--- config.mk ---
export PLATFORM = sky130hd
export DESIGN_NAME = extirq_ctrl
export DESIGN_NICKNAME = d
export VERILOG_FILES = /design/src/rtl/extirq_pkg.sv /design/src/rtl/extirq_sync.sv /design/src/rtl/extirq_detect.sv /design/src/rtl/extirq_flag.sv /design/src/rtl/extirq_ctrl.sv
export SDC_FILE = /design/constraint.sdc
export NUM_CORES = 1
export LEC_CHECK = 0
export ABC_AREA = 0
export BUFFER_PORTS_ARGS = -buffer_cell sky130_fd_sc_hd__buf_4
export CAP_MARGIN = 20
export CORE_AREA = 2 2 39 41
export CTS_BUF_LIST = sky130_fd_sc_hd__clkbuf_16
export CTS_CLUSTER_DIAMETER = 100
export CTS_CLUSTER_SIZE = 30
export DETAILED_ROUTE_END_ITERATION = 16
export DIE_AREA = 0 0 41 43
export GPL_TIMING_DRIVEN = 0
export PLACE_DENSITY = 0.63
export SETUP_SLACK_MARGIN = 0.2
export SKIP_LAST_GASP = 1
export SLEW_MARGIN = 20
export SYNTH_ARGS = -nofsm -noshare
export SYNTH_HDL_FRONTEND = slang
export SYNTH_SLANG_ARGS = --single-unit
--- constraint.sdc ---
create_clock -name clk -period 1.8 [get_ports clk]
set_input_delay 0.36 -clock clk [delete_from_list [all_inputs] [get_ports clk]]
set_output_delay 0.36 -clock clk [all_outputs]
set_load 0.01 [all_outputs]
--- src/rtl/extirq_pkg.sv ---
package extirq_pkg;
  localparam int REG_W   = 8;
  localparam int B_MODE  = 0;
  localparam int B_IE    = 1;
  localparam int B_ACK   = 2;
  localparam int B_FLAG  = 3;
  localparam int B_EN    = 4;
  localparam int B_POL   = 5;

  typedef struct packed {
    logic pol;   // 1: rising/high active, 0: falling/low active
    logic en;
    logic ie;
    logic mode;  // 1: edge and level, 0: edge only
  } ctl_t;

  // Event rule: edge toward the active level, or (level mode) active level held.
  function automatic logic qualify(input logic mode, input logic pol,
                                   input logic cur, input logic prev);
    logic at_active;
    logic edge_hit;
    at_active = (cur == pol);
    edge_hit  = at_active && (prev != cur);
    return edge_hit || (mode && at_active);
  endfunction
endpackage

--- src/rtl/extirq_sync.sv ---
module extirq_sync #(
  parameter int STAGES = 2
) (
  input  logic clk,
  input  logic rst_n,
  input  logic d_i,
  output logic q_o,
  output logic q_prev_o
);
  localparam int TOT = STAGES + 1;
  logic [TOT-1:0] chain;

  always_ff @(posedge clk or negedge rst_n) begin
    if (!rst_n) chain <= '0;
    else        chain <= {chain[TOT-2:0], d_i};
  end

  assign q_o      = chain[STAGES-1];
  assign q_prev_o = chain[STAGES];
endmodule

--- src/rtl/extirq_detect.sv ---
module extirq_detect (
  input  logic enable_i,
  input  logic mode_i,
  input  logic pol_i,
  input  logic cur_i,
  input  logic prev_i,
  output logic evt_o
);
  import extirq_pkg::*;
  assign evt_o = enable_i && qualify(mode_i, pol_i, cur_i, prev_i);
endmodule

--- src/rtl/extirq_flag.sv ---
module extirq_flag (
  input  logic clk,
  input  logic rst_n,
  input  logic evt_i,
  input  logic ack_i,
  output logic flag_o
);
  always_ff @(posedge clk or negedge rst_n) begin
    if (!rst_n)     flag_o <= 1'b0;
    else if (evt_i) flag_o <= 1'b1;
    else if (ack_i) flag_o <= 1'b0;
  end

  // a lone acknowledge clears the flag
  a_r5_ack_clears: assert property (@(posedge clk) disable iff (!rst_n)
    (ack_i && !evt_i) |=> !flag_o);
  // an event wins over a same-cycle acknowledge
  a_r10_event_wins: assert property (@(posedge clk) disable iff (!rst_n)
    evt_i |=> flag_o);
  // the flag only rises after an event
  a_r4_rise_needs_event: assert property (@(posedge clk) disable iff (!rst_n)
    $rose(flag_o) |-> $past(evt_i));
endmodule

--- src/rtl/extirq_ctrl.sv ---
module extirq_ctrl #(
  parameter int SYNC_STAGES = 2
) (
  input  logic       clk,
  input  logic       rst_n,
  input  logic       pin_i,
  input  logic       bus_we,
  input  logic [7:0] bus_wdata,
  output logic [7:0] bus_rdata,
  output logic       pullup_sel,
  output logic       pulldown_sel,
  output logic       irq_o
);
  import extirq_pkg::*;

  ctl_t ctl_q;
  logic pin_s, pin_p, evt, ack, flag;

  always_ff @(posedge clk or negedge rst_n) begin
    if (!rst_n) ctl_q <= '0;
    else if (bus_we) begin
      ctl_q.pol  <= bus_wdata[B_POL];
      ctl_q.en   <= bus_wdata[B_EN];
      ctl_q.ie   <= bus_wdata[B_IE];
      ctl_q.mode <= bus_wdata[B_MODE];
    end
  end

  assign ack = bus_we && bus_wdata[B_ACK];

  extirq_sync #(.STAGES(SYNC_STAGES)) u_sync (
    .clk(clk), .rst_n(rst_n), .d_i(pin_i), .q_o(pin_s), .q_prev_o(pin_p));

  extirq_detect u_det (
    .enable_i(ctl_q.en), .mode_i(ctl_q.mode), .pol_i(ctl_q.pol),
    .cur_i(pin_s), .prev_i(pin_p), .evt_o(evt));

  extirq_flag u_flag (
    .clk(clk), .rst_n(rst_n), .evt_i(evt), .ack_i(ack), .flag_o(flag));

  always_comb begin
    bus_rdata         = '0;
    bus_rdata[B_POL]  = ctl_q.pol;
    bus_rdata[B_EN]   = ctl_q.en;
    bus_rdata[B_FLAG] = flag;
    bus_rdata[B_IE]   = ctl_q.ie;
    bus_rdata[B_MODE] = ctl_q.mode;
  end

  assign pullup_sel   = ctl_q.en && !ctl_q.pol;
  assign pulldown_sel = ctl_q.en &&  ctl_q.pol;
  assign irq_o        = flag && ctl_q.ie;

  // disabled pin cannot set a clear flag
  a_r2_disabled_quiet: assert property (@(posedge clk) disable iff (!rst_n)
    (!ctl_q.en && !flag) |=> !flag);
  // never both pulls at once
  a_r3_one_pull: assert property (@(posedge clk) disable iff (!rst_n)
    !(pullup_sel && pulldown_sel));
  // held active level in level mode keeps the flag set
  a_r9_level_holds: assert property (@(posedge clk) disable iff (!rst_n)
    (ctl_q.en && ctl_q.mode && (pin_s == ctl_q.pol)) |=> flag);
  // acknowledge field never reads back
  a_r5_ack_reads_zero: assert property (@(posedge clk) disable iff (!rst_n)
    !bus_rdata[B_ACK]);
endmodule

# Word-level counts from Yosys, hierarchy flattened

Cells that the tools add are included.

Equality and inequality tests: 2
Muxes and demuxes: 2
Reduce and logical (&&, ||, !) cells: 10

Operator list:

| kind                  | count |
|---|---|
| 1-bit logical AND     | 7 |
| 1-bit two-way mux     | 2 |
| 2-bit nonzero test    | 1 |
| 1-bit == test         | 1 |
| 1-bit logical NOT     | 1 |
| 1-bit logical OR      | 1 |
| 1-bit inequality test | 1 |

Flip-flop bits (word level): 8
Input bits: 12
Output and inout port bits: 11
Logic and storage cells: 20

# Depth between registers and ports, before layout

Depth after elaboration: 5
Mapped depth: 3
Gate-level depth less buffers: 3

# Hierarchy

From an unflattened synthesis, not the netlist that was laid out.

Cells, all modules: 28
Area total of the unflattened synthesis: 342.8 um^2

By module, submodules not included:

| module        | times used | cells each | area each (um^2) | sequential area each (um^2) |
|---|---|---|---|---|
| extirq_ctrl   | 1          | 17         | 203.9            | 100.1 |
| extirq_sync   | 1          | 3          | 75.1             | 75.1 |
| extirq_flag   | 1          | 3          | 36.3             | 25.0 |
| extirq_detect | 1          | 5          | 27.5             | 0.0 |

# Least setup slack after synthesis

Ideal clock, no wire load.

Kind: flip-flop to output port
Start: register ctl_q, in the netlist bus_rdata[5]
End: output port pullup_sel
Arrival: 0.620 ns
Data required time: 1.440 ns
Slack: 0.820 ns
Stages on the path, launching flop included: 2
Path buffers: 0
Cells stage by stage: dfrtp_1 -> and2b_2

Word-level cells in the longest chain between the ends: 2

RTL lines:

| item               | line              | text |
|---|---|---|
| start: declaration | extirq_ctrl.sv:16 | `ctl_t ctl_q;` |
| 1-bit logical NOT  | extirq_ctrl.sv:50 | `assign pullup_sel = ctl_q.en && !ctl_q.pol;` |
| 1-bit logical AND  | extirq_ctrl.sv:50 |  |
| end: declaration   | extirq_ctrl.sv:10 | `output logic pullup_sel,` |

Every way passes these cells.

# Worst setup path in the final report

Ends and elaborated chain as after synthesis.

==> out/metrics.yaml <==
timing:
  min_period_ps: 1360
  tns_ps: 0
  clock_skew_ps: 2.13
  setup_slack_ps: 439
  final.period_utilization_pct: 75.6
  rsz0062_at_grt: "no"
  drv_slew: 0
  clock.fmax_mhz: 735
  finalSetupViolCount: 0
  finalHoldViolations: 0
logic_synthesis:
  netlist_area_um2: 360
  ys_ff_latch: 8
  synth_edf_count: 0
  synthDistinctLibCells: 13
  synth_area_per_cell_um2: 12.4
  ys_async_sr_fraction_pct: 100
  yosys-top-cells-count: "dfrtp_1 (8), buf_4 (7), mux2_1 (3)"
  yosys_warnings: 0
  ys_top_cells_by_area: "dfrtp_1 (56%), buf_4 (15%), mux2_1 (9.4%)"
  synth_top_cell_by_area: "dfrtp_1"
  syn_inst: 29
  yosysMostFrequentCell: "dfrtp_1"
  yosysSeqAreaShare_pct: 55.6
  yosys_most_used_dff: "dfrtp_1"
  yosysTopAreaCellShare_pct: 55.6
global_routing:
  grt_max_degree: 9
  grt_remaining_overflow: 0
  antenna_found_initial: 0
  grt_first_pass_wirelength_mm: 1.00
  grt_use_total_pct: 8.78
  grt_pass1_vias: 242
route:
  routed_wl_um: 609
  viasPerCell: 3.97
  wl_per_cell_um: 9.09
  firstDrtPassIters: 4
  drc: 0
  vias: 266
  ant_nets: 0
  drtIter0Drc: 3
cts:
  clock_latency_ps: 230
  clock_path_buffers: 2
  ctsHtreeMaxLevel: 1
  root_buffer: "clkbuf_16"
  ctsResizeCount: 0
  cts_tree: "built"
  cts_made_buffers: 3
  post_cts_buffers: 0
  numClockSinks: 8
  postCtsHoldBufs: 1
  clk_pin_slew_ps: 30
worst_setup_path:
  crit_path_end_kind: "output port"
  max_stage_delay_ps: 410
  critical_path_class: "reg -> out"
  cp.required_ps: 1440
  crit_chain: "and2b_2, buf_4"
  start_kind: "flip-flop"
  path_max_fanout: 6
  arrival_ps: 1000
  slowest_stage: "dfrtp_1"
placement:
  io_buffers: 16
  gp_routability_congestion: 0.678
  pre_cts_ws_ps: 668
min_path:
  min_path_type: "in -> reg"
floorplanning:
  die-area_mm2: 0.00176
  core_area_mm2: 0.00138
  initial_core_util_pct: 26.0
  die_h_um: 43
  dieWidth_um: 41
  row_count: 14
  pin_count: 23
finish:
  nFillCells: 142
  layout.nets: 65
  n_antenna_cell: 0
  syn_to_final_growth_pct: 64.6
  drive_gt1_share_pct: 56.9
power_and_ir_drop:
  power_leakage_nw: 0.301
  peakVddDrop_mv: 0.675
  p_per_area_mw_per_mm2: 1160
job:
  max_cap_violations: 0
run_status:
  outcome: "finished, final reports clean"
-- worst max-delay path, delay by kind of cell (launching register included) --
| kind | cells | cell delay [ps] |
|---|---|---|
| AND/OR/NAND/NOR | 1 | 230 |
| flip-flops | 1 | 410 |
| buffers and inverters | 1 | 140 |
-- layout by cell type, fill, tap and decap left out --
| cell type | count |
|---|---|
| buf_4 | 23 |
| clkbuf_16 | 3 |
| and2_1 | 1 |
| nand2_1 | 2 |
| and2_2 | 1 |
| o22ai_1 | 1 |
| and2b_2 | 1 |
| dfrtp_1 | 8 |
| mux2_2 | 1 |
| conb_1 | 3 |
| mux2_1 | 3 |
| o21bai_1 | 1 |
| a22o_1 | 1 |
| nor2b_1 | 1 |
| dlygate4sd3_1 | 1 |
-- worst paths after layout --
check                      slack, ps  depth (start not counted)              end             from
setup / recovery                 440                          2       pullup_sel     bus_rdata[5]
hold / removal                   240                          1  u_sync.chain[0]            pin_i
hold reg to reg                  350                          0  u_sync.chain[1]  u_sync.chain[0]
max in group asynchronous       1190                          2  u_sync.chain[0]            rst_n
setup reg to reg                 810                          3    u_flag.flag_o     bus_rdata[5]
min in group asynchronous        490                          2  u_sync.chain[2]            rst_n
-- per-stage QoR --
| stage | cells | area [um2] | utilization [%] | total power [mW] | hold slack, ps |
|---|---|---|---|---|---|
| floorplan | 31 | 368 | - | 0.272 | 64.4 |
| global placement | 63 | 508 | 36.7 | 0.327 | 181 |
| detailed placement | 63 | 508 | 36.7 | 0.330 | 180 |
| CTS | 67 | 593 | 42.9 | 0.697 | 238 |
| global route | 67 | 593 | 42.9 | 0.718 | 235 |
| finish | 67 | 593 | 42.9 | 0.687 | 241 |
-- report_power, final --
| part | leakage [nW] | internal (mW) | total (mW) | switching, mW |
|---|---|---|---|---|
| clock | 0.0370 | 0.285 | 0.360 | 0.0750 |
| sequential | 0.0937 | 0.198 | 0.213 | 0.0150 |
| combinational | 0.170 | 0.0743 | 0.114 | 0.0394 |
| total | 0.301 | 0.558 | 0.687 | 0.129 |
-- per-layer routing --
layer  wire length, um  vias to the layer above  part of all wire, %  global-route usage [%]
met4                 0                        0                    0                    6.00
met1               253                      123                   42                    11.2
met5                 0                        -                    0                       0
met3                58                        0                  9.5                    3.14
met2               296                       13                   49                    11.9
li1                  -                      130                    -                       -
-- kinds of logic after synthesis --
logic type,after synthesis,share of synthesized area [%]
DFF,8,55.6
buffers and inverters,7,14.6
and+or+nand+nor,6,10.1
muxes,4,12.5
AOI/OAI and AO/OA,3,6.25
other,1,1.04
-- registers in the layout, indices dropped and copies added, names as in the netlist --
register / flops
bus_rdata: 4
u_sync.chain: 3
u_flag.flag_o: 1
-- cell type report --
cell class                 count  area (um2)  area share (%)
sequential                     8         200            33.8
timing repair buffer          17         130            21.9
multi-input combinational     16         115            19.4
clock buffer                   3        75.1            12.7
buffer                         7        52.6            8.86
tap                           16        20.0            3.38
(Power assumes the default switching activity.)
